$ cat src/rtl/sram_dualsel_pkg.sv
package sram_dualsel_pkg;

  // Access mode decoded from the control inputs in one cycle.
  typedef enum logic [1:0] {
    MODE_IDLE   = 2'd0,  // not selected, or held in reset
    MODE_READ   = 2'd1,  // selected, reading, outputs driven
    MODE_WRITE  = 2'd2,  // selected, storing, outputs floated
    MODE_HIDDEN = 2'd3   // selected, reading, outputs gated off
  } acc_mode_e;

  function automatic logic mode_drives(acc_mode_e m);
    return m == MODE_READ;
  endfunction

  function automatic logic mode_stores(acc_mode_e m);
    return m == MODE_WRITE;
  endfunction

endpackage

$ cat src/rtl/sram_ctrl.sv
module sram_ctrl
  import sram_dualsel_pkg::*;
(
  input  logic      rst,
  input  logic      sel_n,
  input  logic      sel_p,
  input  logic      wr_n,
  input  logic      oe_n,
  output acc_mode_e mode,
  output logic      store,
  output logic      drive
);

  logic chosen;

  assign chosen = !sel_n && sel_p && !rst;

  always_comb begin
    if (!chosen) begin
      mode = MODE_IDLE;
    end else if (!wr_n) begin
      mode = MODE_WRITE;
    end else if (!oe_n) begin
      mode = MODE_READ;
    end else begin
      mode = MODE_HIDDEN;
    end
  end

  assign store = mode_stores(mode);
  assign drive = mode_drives(mode);

endmodule

$ cat src/rtl/sram_array.sv
module sram_array #(
  parameter int ROW_BITS = 5,
  parameter int COL_BITS = 3,
  parameter int DATA_W   = 4,
  localparam int ROWS    = 1 << ROW_BITS,
  localparam int COLS    = 1 << COL_BITS,
  localparam int ROW_W   = DATA_W * COLS
) (
  input  logic                clk,
  input  logic                we,
  input  logic [ROW_BITS-1:0] row,
  input  logic [COL_BITS-1:0] col,
  input  logic [DATA_W-1:0]   wdata,
  output logic [ROW_W-1:0]    rrow
);

  logic [ROW_W-1:0] cells [ROWS];
  logic [COLS-1:0]  col_hit;

  // One-hot column strobe, one lane per word in the row.
  for (genvar c = 0; c < COLS; c++) begin : g_hit
    assign col_hit[c] = (col == COL_BITS'(c));
  end

  // Lane-masked row write; no reset so the array maps onto RAM cells.
  always_ff @(posedge clk) begin
    if (we) begin
      for (int c = 0; c < COLS; c++) begin
        if (col_hit[c]) begin
          cells[row][c*DATA_W +: DATA_W] <= wdata;
        end
      end
    end
  end

  assign rrow = cells[row];

endmodule

$ cat src/rtl/sram_colsel.sv
module sram_colsel #(
  parameter int COL_BITS = 3,
  parameter int DATA_W   = 4,
  localparam int COLS    = 1 << COL_BITS,
  localparam int ROW_W   = DATA_W * COLS
) (
  input  logic [ROW_W-1:0]    rrow,
  input  logic [COL_BITS-1:0] col,
  output logic [DATA_W-1:0]   word
);

  logic [DATA_W-1:0] lanes [COLS];

  for (genvar c = 0; c < COLS; c++) begin : g_lane
    assign lanes[c] = rrow[c*DATA_W +: DATA_W];
  end

  assign word = lanes[col];

endmodule

$ cat src/rtl/sram_dualsel.sv
module sram_dualsel #(
  parameter int ROW_BITS = 5,
  parameter int COL_BITS = 3,
  parameter int DATA_W   = 4,
  localparam int ADDR_W  = ROW_BITS + COL_BITS,
  localparam int ROW_W   = DATA_W << COL_BITS
) (
  input  logic              clk,
  input  logic              rst,
  input  logic [ADDR_W-1:0] addr,
  input  logic [DATA_W-1:0] din,
  input  logic              sel_n,
  input  logic              sel_p,
  input  logic              wr_n,
  input  logic              oe_n,
  output logic [DATA_W-1:0] dout,
  output logic              dout_en
);

  import sram_dualsel_pkg::*;

  acc_mode_e             mode;
  logic                  store;
  logic                  drive;
  logic [ROW_BITS-1:0]   row;
  logic [COL_BITS-1:0]   col;
  logic [ROW_W-1:0]      rrow;
  logic [DATA_W-1:0]     word;

  // Low bits choose the row, high bits steer the column selector.
  assign row = addr[ROW_BITS-1:0];
  assign col = addr[ADDR_W-1:ROW_BITS];

  sram_ctrl u_ctrl (
    .rst   (rst),
    .sel_n (sel_n),
    .sel_p (sel_p),
    .wr_n  (wr_n),
    .oe_n  (oe_n),
    .mode  (mode),
    .store (store),
    .drive (drive)
  );

  sram_array #(
    .ROW_BITS (ROW_BITS),
    .COL_BITS (COL_BITS),
    .DATA_W   (DATA_W)
  ) u_array (
    .clk   (clk),
    .we    (store),
    .row   (row),
    .col   (col),
    .wdata (din),
    .rrow  (rrow)
  );

  sram_colsel #(
    .COL_BITS (COL_BITS),
    .DATA_W   (DATA_W)
  ) u_colsel (
    .rrow (rrow),
    .col  (col),
    .word (word)
  );

  assign dout_en = drive && (mode != MODE_IDLE);
  assign dout    = dout_en ? word : '0;

endmodule

$ cat config.mk
export PLATFORM = sky130hd
export DESIGN_NAME = sram_dualsel
export DESIGN_NICKNAME = d
export VERILOG_FILES = /design/src/rtl/sram_dualsel_pkg.sv /design/src/rtl/sram_ctrl.sv /design/src/rtl/sram_array.sv /design/src/rtl/sram_colsel.sv /design/src/rtl/sram_dualsel.sv
export SDC_FILE = /design/constraint.sdc
export NUM_CORES = 1
export LEC_CHECK = 0
export BUFFER_PORTS_ARGS = -buffer_cell sky130_fd_sc_hd__buf_4
export CAP_MARGIN = 30
export CORE_MARGIN = 1.5
export CORE_UTILIZATION = 60
export CTS_CLUSTER_DIAMETER = 50
export CTS_CLUSTER_SIZE = 28
export DETAILED_ROUTE_END_ITERATION = 16
export PLACE_DENSITY = 0.8
export RECOVER_POWER = 25
export SETUP_SLACK_MARGIN = 0.05
export SLEW_MARGIN = 20
export SYNTH_ARGS = -nofsm -noshare
export SYNTH_HDL_FRONTEND = slang
export SYNTH_HIERARCHICAL = 1
export SYNTH_SLANG_ARGS = --single-unit
export TNS_END_PERCENT = 30
$ cat constraint.sdc
create_clock -name clk -period 5.7 [get_ports clk]
set_input_delay 1.14 -clock clk [delete_from_list [all_inputs] [get_ports clk]]
set_output_delay 1.14 -clock clk [all_outputs]
set_load 0.01 [all_outputs]
==> Yosys cells after proc, flatten, opt, wreduce, memory -nomap -nowiden <==
Memory sizes are Yosys's and may differ from the RTL's.
Index checks and enable logic that the tools add are counted.
{ "word_totals": {"mem_count": 1, "reg_bits": 0, "mem_bits_rw": 1024} }
{ "classes": {"n_reduce_logical": 7, "order_cmp": 1, "mux": 31, "n_bitwise": 1, "n_eq_ne": 9} }
{ "memory_table": {"columns": ["name", "words", "word_bits", "rd", "rd_ports_with_merged_regs", "wr", "line_no", "source"], "rows": [
  ["u_array.cells", 32, 32, 1, 0, 1, "sram_array.sv:17", "logic [ROW_W-1:0] cells [ROWS];"]
]} }
{ "ops": {"columns": ["cell", "n"], "rows": [
  ["2-to-1 mux 1 bit", 24],
  ["binary-select mux 4 bit (select 3 bit)", 1],
  ["== test 3 bit (second input constant)", 4],
  ["2-to-1 mux 4 bit", 3],
  ["== test 3 x 2 -> 1 bit (second input constant)", 2],
  ["2-to-1 mux 2 bit", 3],
  ["greater-or-equal comparator 4 bit (second input constant)", 1],
  ["inverter 3 -> 4 bit", 1],
  ["== test 3 x 1 -> 1 bit (second input constant)", 1],
  ["logical AND 1 bit", 3],
  ["logical NOT 3 bit", 1],
  ["== test 2 x 1 -> 1 bit (second input constant)", 1],
  ["== test 2 bit (second input constant)", 1],
  ["logical NOT 1 bit", 2],
  ["nonzero test 2 bit", 1]
]} }

==> Depth between registers and ports, before layout <==
Gate-level depths: netlist of the first run.
{ "depth": {"depth_word": 7, "ltp_mapped": 11, "ltp_nobuf": 7} }

==> Hierarchy <==
The synthesis of the first run kept the hierarchy.
{ "modules_own_cells": {"columns": ["module", "instances", "cells_each", "area_each_um2"], "rows": [
  ["sram_array", 1, 2369, 40204.8],
  ["sram_colsel", 1, 14, 270.3],
  ["sram_dualsel", 1, 5, 47.5],
  ["sram_ctrl", 1, 7, 45.0]
]} }

==> Worst setup path before layout of the first run <==
Ideal clock, no wire load.
{ "synth_path": {"path_type": "input port to output port", "startpoint": "input port addr[1]", "endpoint": "output port dout[0]", "t_arrival_ns": 3.336, "cell_stages": 10, "path_buffers": 3, "required_ns": 4.560, "path_slack_ns": 1.224, "path_cell_list": "buf_2 buf_4 buf_1 mux2i_1 o22ai_1 nor4_1 nand2_1 mux4_1 mux2_2 o211a_1"} }
{ "synth_via": {"elab_chain_cells": 5} }
{ "synth_rtl": {"columns": ["element", "line_no", "source"], "rows": [
  ["start, declared", "sram_dualsel.sv:10", "input logic [ADDR_W-1:0] addr,"],
  ["memory read (32 x 32 bit)", null, null],
  ["via rrow[12]", "sram_dualsel.sv:27", "logic [ROW_W-1:0] rrow;"],
  ["binary-select mux 4 bit (select 3 bit)", "sram_colsel.sv:18", "assign word = lanes[col];"],
  ["2-to-1 mux 4 bit (not written as such) (2 in series)", "sram_colsel.sv:18", null],
  ["via word[0]", "sram_dualsel.sv:28", "logic [DATA_W-1:0] word;"],
  ["2-to-1 mux 4 bit", "sram_dualsel.sv:68", "assign dout = dout_en ? word : '0;"],
  ["end, declared", "sram_dualsel.sv:16", "output logic [DATA_W-1:0] dout,"]
]} }
The timed path passes the listed nets, and every way through them passes these cells. The select of a mux whose other input is x is not followed.

==> Worst setup path in the final report of the first run <==
{ "layout_path": {"startpoint": "input port addr[1]", "endpoint": "output port dout[1]"} }
The elaborated chain is that of the path after synthesis.

==> results.rst, run 1 <==
.. list-table::
   :header-rows: 1

   * - Metric
     - Value
   * - Total placed instance area
     - between 0.04 and 0.05 sq mm
   * - CTS tree
     - built
   * - CTS Buf Count
     - 75
   * - Total clock sinks
     - 1024
   * - Number of flip-flops under the largest register name
     - around 1000
   * - Number of DRC violations after detailed routing
     - 0
   * - Path type of the worst setup path
     - in2out
   * - Number of flip-flops and latches in the synthesized netlist
     - ~1000
   * - P_sw
     - around 3.3 mW
   * - Routed length on met2
     - ~46000 um
   * - Final Hold Fails
     - 0
   * - Number of max-slew violations in the final report
     - 601
   * - Buffers from clock root to sink, at most
     - 3
   * - Element type at the critical path end
     - primary output
   * - Number of I/O port buffers
     - 22
   * - GR Overflow Total
     - 0
   * - Number of top-level pins
     - 23
   * - Die boundary width
     - 263.0 um
   * - Unique cell type count in the Yosys netlist
     - 35
   * - Number of violations of the max-capacitance limit
     - 6
   * - Maximum fanout count along the critical path
     - 44
   * - Final cell count without fillers
     - roughly 3400
   * - Weighted congestion reported at the end of routability-driven placement
     - approximately 0.86
   * - Number of iterations in the first detailed-routing pass
     - 8
   * - Initial antenna violation count
     - 5
   * - Count of routing violations after the opening detailed-route iteration
     - about 3200
   * - Setup repair after global routing missed its margin
     - true
   * - Sequential share of the synthesized area
     - 0.7580
   * - Number of global-route vias before repair
     - 22481
   * - Crit path from
     - addr[1]
   * - Length of routed wiring on met1
     - 35780 um
   * - H-tree depth
     - 3
   * - Dpl hpwl
     - around 57000 um
   * - Registers with the most flip-flops
     - u_array/cells (1024)
   * - Post-synth net total
     - around 2400
   * - Number of warnings reported in the yosys synthesis log
     - 6
   * - Total length of routed wires
     - 95980 um
   * - Clk Tree Root Cell
     - sky130_fd_sc_hd__clkbuf_16
   * - Worst slew margin relative to its limit
     - -2.344
   * - Share of the cycle needed by the critical path after routing
     - 0.9836
   * - Antenna Violating Nets Remaining
     - 0
   * - Power Dens Cells
     - between 300 and 400 mW/mm^2
   * - Post-Syn Instances
     - about 2400
   * - Final Instance Area
     - ~0.045 sq mm
   * - Chip Height
     - around 260 um
   * - Yosys top cell by area
     - sky130_fd_sc_hd__edfxtp_1
   * - Total leakage power
     - about 15 nW
   * - Drt wl/cell
     - 28.41 um
   * - Clk slew on worst S/H paths
     - ~0.090 ns
   * - Via-to-Cell Ratio
     - approximately 6.7
   * - Starting density of the core
     - 0.6051
   * - Largest cells by area after synthesis
     - sky130_fd_sc_hd__edfxtp_1 (76%), sky130_fd_sc_hd__mux2i_1 (13%), sky130_fd_sc_hd__o22ai_1 (3.8%), sky130_fd_sc_hd__nor2_1 (2.4%), sky130_fd_sc_hd__nor4_1 (0.99%)
   * - Critical path arrival
     - approximately 4.5 ns
   * - Time the final worst path needs with I/O delays and setup
     - between 5 and 6 ns
   * - Share of cells above drive strength 1
     - 0.1103
   * - Portion of total power attributed to sequential cells
     - 0.560
   * - Destination of the critical timing path
     - dout[1]
   * - Clock network power share
     - 0.391
   * - Power share of the combinational group
     - 0.048
   * - Uppermost layer routed
     - met5
   * - Syn Std Cell Area
     - 0.04057 sq mm
   * - Met3 routed wirelength
     - a little over 10000 um
   * - Share of Yosys cell area claimed by the top area cell type
     - 0.7580
   * - Maximum clock frequency
     - 178.4 MHz
   * - Number of placement rows
     - 95
   * - Core Area
     - 0.06704 sq mm
   * - First-pass GRT wire length
     - ~140000 um
   * - Violations in the final reports
     - capacitance limit, slew limit
   * - Die outline area
     - about 0.069 sq mm
   * - CTS Hold Bufs
     - 0
   * - Top register by number of flip-flops
     - u_array/cells
   * - Data required time at the worst endpoint
     - 4.56 ns
   * - Total placed cells including tap cells
     - 3233
   * - Largest net degree at the start of global routing
     - about 150
   * - Gr usage total
     - 0.2765
   * - Net switching fraction of the power
     - 0.2211
   * - Transition time at the pin with the least slew margin
     - 5.016 ns
   * - Final setup fails
     - 0
   * - Result of the run
     - complete, but fails checks
   * - Number of fillers in the final layout
     - 4224
   * - Total vias in the final route
     - between 20000 and 25000
   * - Setup TNS after final layout
     - 0 ns
   * - Internal power component
     - about 12 mW
   * - Worst ir drop on vdd
     - roughly 0.28 mV
   * - Layout overhead on the synthesized area
     - 10.42%
   * - # nets final
     - roughly 2500
   * - Category of the worst setup path launch point
     - input pin
   * - Path class of the lowest-slack min-delay path
     - in2reg
   * - Average instance area after synthesis
     - ~17 sq um
-- Yosys cell counts, drive strengths merged --
cell	count
or3b	1
clkbuf	59
nor2	262
or4	1
inv	2
o21a	1
nand4b	4
edfxtp	1024
o22ai	256
nor3	2
and3	1
nand2	64
nor3b	2
a21oi	1
and3b	2
nand4bb	6
nand4	2
nor2b	5
nor4	64
and2	1
mux2i	512
o211a	4
buf	95
nand3	8
mux2	4
mux4	8
or4b	4
-- per-layer routing --
layer	up-vias	GRT usage
met3	230	0.05519
li1	9575	-
met2	1383	0.4465
met4	2	0.1075
met1	11309	0.3752
met5	-	0
-- worst min path at each step --
stage,cells past startpoint,slack (ns),to,startpoint
finish,4,1.43,u_array/cells[28][10],addr[6]
global route,4,1.45,u_array/cells[30][9],addr[6]
CTS,1,1.13,u_array/cells[20][7],din[3]
detailed placement,1,1.79,u_array/cells[20][7],din[3]
global placement,1,1.76,u_array/cells[20][7],din[3]
floorplan,0,1.24,u_array/cells[0][0],din[0]
-- power by group through the flow --
stage / registers (mW) / clock network, mW / logic [mW]
after floorplan: 8.45 / 0 / 0.358
after global placement: 8.45 / 0 / 0.677
after detailed placement: 8.45 / 0 / 0.698
after CTS: 8.27 / 5.82 / 0.704
after global routing: 8.29 / 6.11 / 0.742
final: 8.29 / 5.78 / 0.716
-- area by class of cell --
type	count	area [sq um]	area share
Multi-Input combinational cell	1215	9061	0.2023
Inverter	2	7.507	0.0001676
Sequential cell	1024	30750	0.6865
Clock inverter	58	764.5	0.01707
Tap cell	873	1092	0.02439
Clock buffer	81	1963	0.04383
Antenna cell	3	7.507	0.0001676
Timing Repair Buffer	122	1147	0.02561
-- cells in the final DEF (no fill, tap or decap), drive strengths merged --
cell         n
nand4bb      6
or4b         4
mux2         4
nand2       64
and3         1
o21a         1
clkbuf      87
a21oi        1
o211a        4
nor2b        5
nor2       262
nand3        8
diode        3
nor4        64
nand4        2
nor3         2
and2         1
clkinv      20
clkinvlp     3
nand4b       4
or4          1
mux2i      512
and3b        2
nor3b        2
o22ai      256
or3b         1
bufinv       7
edfxtp    1024
inv         30
buf        116
mux4         8
-- worst max-delay path, stage by stage --
cell and delay [ns]:
sky130_fd_sc_hd__buf_8 0.39, sky130_fd_sc_hd__buf_4 0.46, sky130_fd_sc_hd__mux2i_1 0.28, sky130_fd_sc_hd__o22ai_1 0.13, sky130_fd_sc_hd__nor4_1 0.62, sky130_fd_sc_hd__buf_4 0.26
sky130_fd_sc_hd__nand2_1 0.06, sky130_fd_sc_hd__mux4_1 0.49, sky130_fd_sc_hd__mux2_2 0.32, sky130_fd_sc_hd__o211a_1 0.12, sky130_fd_sc_hd__buf_4 0.14
-- kinds of logic (layout without fill, tap and decap cells) --
logic type	after synthesis	after routing	synth area share
DFF	1024	1024	0.7580
AOI/OAI and AO/OA	262	262	0.04241
muxes	524	524	0.1326
buffers and inverters	156	263	0.01928
and+or+nand+nor	429	429	0.04771
other	0	3	0
-- through the flow --
stage          setup slack [ns]  hold slack, ns  power [mW]    util
2_1_floorplan             1.224           1.239       8.805       -
3_3_place_gp             0.1998           1.765       9.122  0.6274
3_5_place_dp             0.1409           1.795       9.144  0.6274
4_1_cts                  0.1277           1.132       14.80  0.6681
5_1_grt                 0.04156           1.451       15.14  0.6682
6_report                0.09334           1.428       14.78  0.6682
-- what timing repair did --
item / 4_1_cts / 5_1_grt
setup buffers: 0 / 2
gates resized for setup: 0 / 2
endpoints found under the hold margin: 0 / 0
setup endpoints to repair: 0 / 3
Power figures use the tool's default switching activity.
==> run 2, diff against run 1 <==
- ABC_AREA: unset -> 1
- clock period: 5.7 -> 5.6 ns (I/O delays scaled with it)
==> run 2 against run 1 <==
  * The run still ends with capacitance limit, slew limit left
  * Highest routed layer unchanged
  * Area after synthesis is 8.6% higher
  * First-iteration DRC count grew 20%
  * Non-clock buffer count fell by 48
  * Total power up 4.1%
  * Flip-flop and latch count did not move
  * Global-route usage is 0.95 points higher
  * Die area rose by 8.5%
  * Combinational power is 29% higher
  * Count of clock-buffer cells in the layout up 1
  * Wire length grew 12%
==> results.rst, run 2 <==
.. list-table::
   :header-rows: 1

   * - Metric
     - Value
   * - Via-to-Cell Ratio
     - 5.656
   * - WP depth
     - 19
   * - Starting density of the core
     - 0.6047
   * - Worst setup slack after layout
     - between 0.5 and 0.6 ns
   * - Number of flip-flops under the largest register name
     - between 1000 and 1500
   * - Drt wl/cell
     - 19.72 um
   * - Share of cells above drive strength 1
     - 0.05781
   * - Setup TNS after final layout
     - 0 ns
   * - Layout overhead on the synthesized area
     - 8.818%
   * - Weighted congestion reported at the end of routability-driven placement
     - 0.9119
   * - Number of placement rows
     - 99
   * - Adder-cell area share of the yosys netlist
     - 0
   * - Worst slew margin relative to its limit
     - -1.991
   * - Final Hold Fails
     - 0
   * - Share of Yosys cell area claimed by the top area cell type
     - 0.6982
   * - Path type of the worst setup path
     - in2out
   * - Maximum clock frequency
     - between 150 and 200 MHz
   * - Number of DRC violations after detailed routing
     - 0
   * - Total clock sinks
     - a little over 1000
   * - Leading cell type by number of instances after synthesis
     - sky130_fd_sc_hd__nand2_1
   * - Core Area
     - approximately 0.073 sq mm
   * - Share of synthesized area spent on multiplexers
     - 0
   * - Time the final worst path needs with I/O delays and setup
     - 5.058 ns
   * - Total leakage power
     - 19.64 nW
   * - Transition time at the pin with the least slew margin
     - about 4.5 ns
   * - Buffers from clock root to sink, at most
     - 3
   * - Number of I/O port buffers
     - 22
   * - Number of flip-flops and latches in the synthesized netlist
     - between 1000 and 1500
   * - Top cell types by occurrence after synthesis
     - sky130_fd_sc_hd__nand2_1 (2804), sky130_fd_sc_hd__edfxtp_1 (1024), sky130_fd_sc_hd__nor2_1 (329)
   * - H-tree depth
     - 3
   * - Largest cells by area after synthesis
     - sky130_fd_sc_hd__edfxtp_1 (70%), sky130_fd_sc_hd__nand2_1 (24%), sky130_fd_sc_hd__nor2_1 (2.8%), sky130_fd_sc_hd__clkbuf_1 (1.1%), sky130_fd_sc_hd__buf_2 (0.94%)
   * - Largest net degree at the start of global routing
     - roughly 160
   * - Post-Syn Instances
     - between 4000 and 5000
   * - Result of the run
     - complete, but fails checks
   * - Category of the worst setup path launch point
     - input pin
   * - Violations in the final reports
     - capacitance limit, slew limit
   * - Clk slew on worst S/H paths
     - roughly 0.080 ns
   * - CTS Buf Count
     - a little under 80
   * - Top library cells by usage in the layout, fill and taps aside
     - sky130_fd_sc_hd__nand2_1 (2801), sky130_fd_sc_hd__edfxtp_1 (1024), sky130_fd_sc_hd__nor2_1 (329)
   * - Total length of routed wires
     - about 110000 um
   * - Post-CTS setup buffers
     - 0
   * - Number of warnings reported in the yosys synthesis log
     - 6
   * - Destination of the critical timing path
     - dout[1]
   * - Chip Height
     - roughly 270 um
   * - Critical path arrival
     - 3.94 ns
   * - Unique cell type count in the Yosys netlist
     - 19
   * - Gr usage total
     - 0.2860
   * - Dpl hpwl
     - ~63000 um
   * - Yosys top cell by area
     - sky130_fd_sc_hd__edfxtp_1
   * - Count of routing violations after the opening detailed-route iteration
     - around 3800
   * - Share of the cycle needed by the critical path after routing
     - 0.9032
   * - Registers with the most flip-flops
     - u_array/cells (1024)
   * - PostCTS Resize Cnt
     - 0
   * - Share of the synthesized netlist area taken by xor and xnor gates
     - 0
   * - Crit path from
     - addr[0]
   * - Average instance area after synthesis
     - approximately 10 sq um
   * - GR Overflow Total
     - 0
   * - WHS
     - 1.448 ns
   * - Die boundary width
     - 273.9 um
   * - Data required time at the worst endpoint
     - around 4.5 ns
   * - Number of iterations in the first detailed-routing pass
     - 6
   * - Element type at the critical path end
     - primary output
   * - CP max stage delay
     - between 0.4 and 0.5 ns
   * - CTS Hold Bufs
     - 0
   * - Number of top-level pins
     - 23
   * - Antenna Violating Nets Remaining
     - 0
   * - Die outline area
     - roughly 0.075 sq mm
   * - Worst ir drop on vdd
     - about 0.28 mV
   * - Count of flip-flops with a built-in enable after synthesis
     - approximately 1000
   * - Final setup fails
     - 0
   * - Top register by number of flip-flops
     - u_array/cells
   * - First-pass GRT wire length
     - approximately 160000 um
   * - Ys flop type
     - sky130_fd_sc_hd__edfxtp_1
   * - Main combinational cell family by area after synthesis
     - simple AND/OR/NAND/NOR gates
   * - Total placed instance area
     - 0.04512 sq mm
   * - Initial antenna violation count
     - 1
   * - Final Instance Area
     - around 0.048 sq mm
   * - Clk Tree Root Cell
     - sky130_fd_sc_hd__clkbuf_16
   * - Path class of the lowest-slack min-delay path
     - in2reg
   * - Number of global-route vias before repair
     - 29486
   * - Total vias in the final route
     - approximately 31000
   * - Area fraction in and, or, nand and nor cells after synthesis
     - 0.2748
   * - Critical-path top delay cell
     - sky130_fd_sc_hd__buf_12
   * - Post-synth net total
     - between 4000 and 5000
   * - Synthesized-area fraction occupied by ao, oa, aoi and oai cells
     - 0
   * - Number of violations of the max-capacitance limit
     - 4
   * - Top Family by Delay on Critical Path
     - simple AND/OR/NAND/NOR gates
   * - Pre-CTS setup slack
     - 0.6772 ns
   * - Syn Std Cell Area
     - 0.04404 sq mm
   * - Sequential share of the synthesized area
     - 0.6982
   * - Number of max-slew violations in the final report
     - 351
   * - Commonest non-fill, non-tap cell in the layout
     - sky130_fd_sc_hd__nand2_1
   * - CTS tree
     - built
   * - Share of flip-flops with an asynchronous set or reset after synthesis
     - 0
   * - Final design utilization
     - 0.6580
   * - # nets final
     - roughly 4400
   * - Number of fillers in the final layout
     - approximately 5300
   * - Worst path most repeated cell
     - sky130_fd_sc_hd__nand2_1
   * - Maximum fanout count along the critical path
     - 147
   * - Power Dens Cells
     - roughly 320 mW/mm^2
   * - Critical Path, Cell by Cell
     - buf_8 > buf_12 > nand2_1 > nand2_1 > nand2_1 > nand2_1 > nand2_1 > nand2_1 > nor2_1 > nand2_1 > inv_2 > nand2_1 > nand3_1 > nand2_1 > nand2_1 > nand2_1 > inv_1 > nor3_2 > buf_4
   * - Setup repair after global routing missed its margin
     - false
   * - Count of buffer and inverter cells on the critical path
     - 5
## run 2: cell types whose count changed in the layout (fill, tap and decap cells not counted), moves of 10 or more
cell	change
sky130_fd_sc_hd__nand2_1	+2737
sky130_fd_sc_hd__mux2i_1	-512
sky130_fd_sc_hd__o22ai_1	-246
sky130_fd_sc_hd__nor2_1	+68
sky130_fd_sc_hd__nor4_1	-64
sky130_fd_sc_hd__buf_4	-49
sky130_fd_sc_hd__inv_1	+36
sky130_fd_sc_hd__nand2_2	+15
sky130_fd_sc_hd__inv_2	+14
sky130_fd_sc_hd__nand3_1	+10
sky130_fd_sc_hd__o22ai_2	-10
## run 2: logic make-up after synthesis
group / Yosys count
buf+inv: 281
simple gates: 3178
flops: 1024
## run 2: through the flow
stage | cells | power (mW)
floorplan | 4483 | 9.121
finish | 5440 | 15.39
detailed placement | 5290 | 9.491
global placement | 5288 | 9.474
CTS | 5438 | 15.40
global route | 5439 | 15.78
## run 2: worst min-delay path by stage
stage | slack (ns) | to | cells after the start | from
floorplan | 1.22 | u_array/cells[0][0] | 0 | din[0]
global placement | 1.77 | u_array/cells[19][20] | 1 | din[0]
detailed placement | 1.78 | u_array/cells[19][20] | 1 | din[0]
CTS | 1.09 | u_array/cells[17][20] | 1 | din[0]
global route | 1.48 | u_array/cells[18][31] | 5 | addr[7]
finish | 1.45 | u_array/cells[16][31] | 5 | addr[7]
## run 2: power by group
group          total [mW]  switching [mW]  internal (mW)
Sequential           8.43        0.000634           8.43
Clock                6.03            2.91           3.12
Combinational       0.927           0.712          0.215
## run 2: routing by layer
layer	wire, um	up-vias	part of all wire	global-route usage
li1	-	14259	-	-
met1	39860	14358	0.37	0.3815
met2	50710	1849	0.47	0.4623
met3	11870	302	0.11	0.04633
met4	4851	2	0.045	0.1385
met5	13	-	0.00012	0
## run 2: layout make-up
cell class / count / area (sq um) / share of cell area
diodes: 1 / 2.502 / 0.00005222
clock buffers: 82 / 1988 / 0.04149
clock inverters: 66 / 828.3 / 0.01728
inverters: 56 / 227.7 / 0.004752
multi-input cells: 3178 / 12140 / 0.2534
flip-flops and latches: 1024 / 30750 / 0.6416
well taps: 959 / 1200 / 0.02504
repair buffers: 74 / 785.8 / 0.01640
## run 2: worst min-delay path, cell delays in order
cell and delay, ns:
sky130_fd_sc_hd__buf_4 0.15, sky130_fd_sc_hd__nand2_1 0.06, sky130_fd_sc_hd__inv_1 0.07, sky130_fd_sc_hd__nand2_1 0.31
sky130_fd_sc_hd__nor2_1 0.18
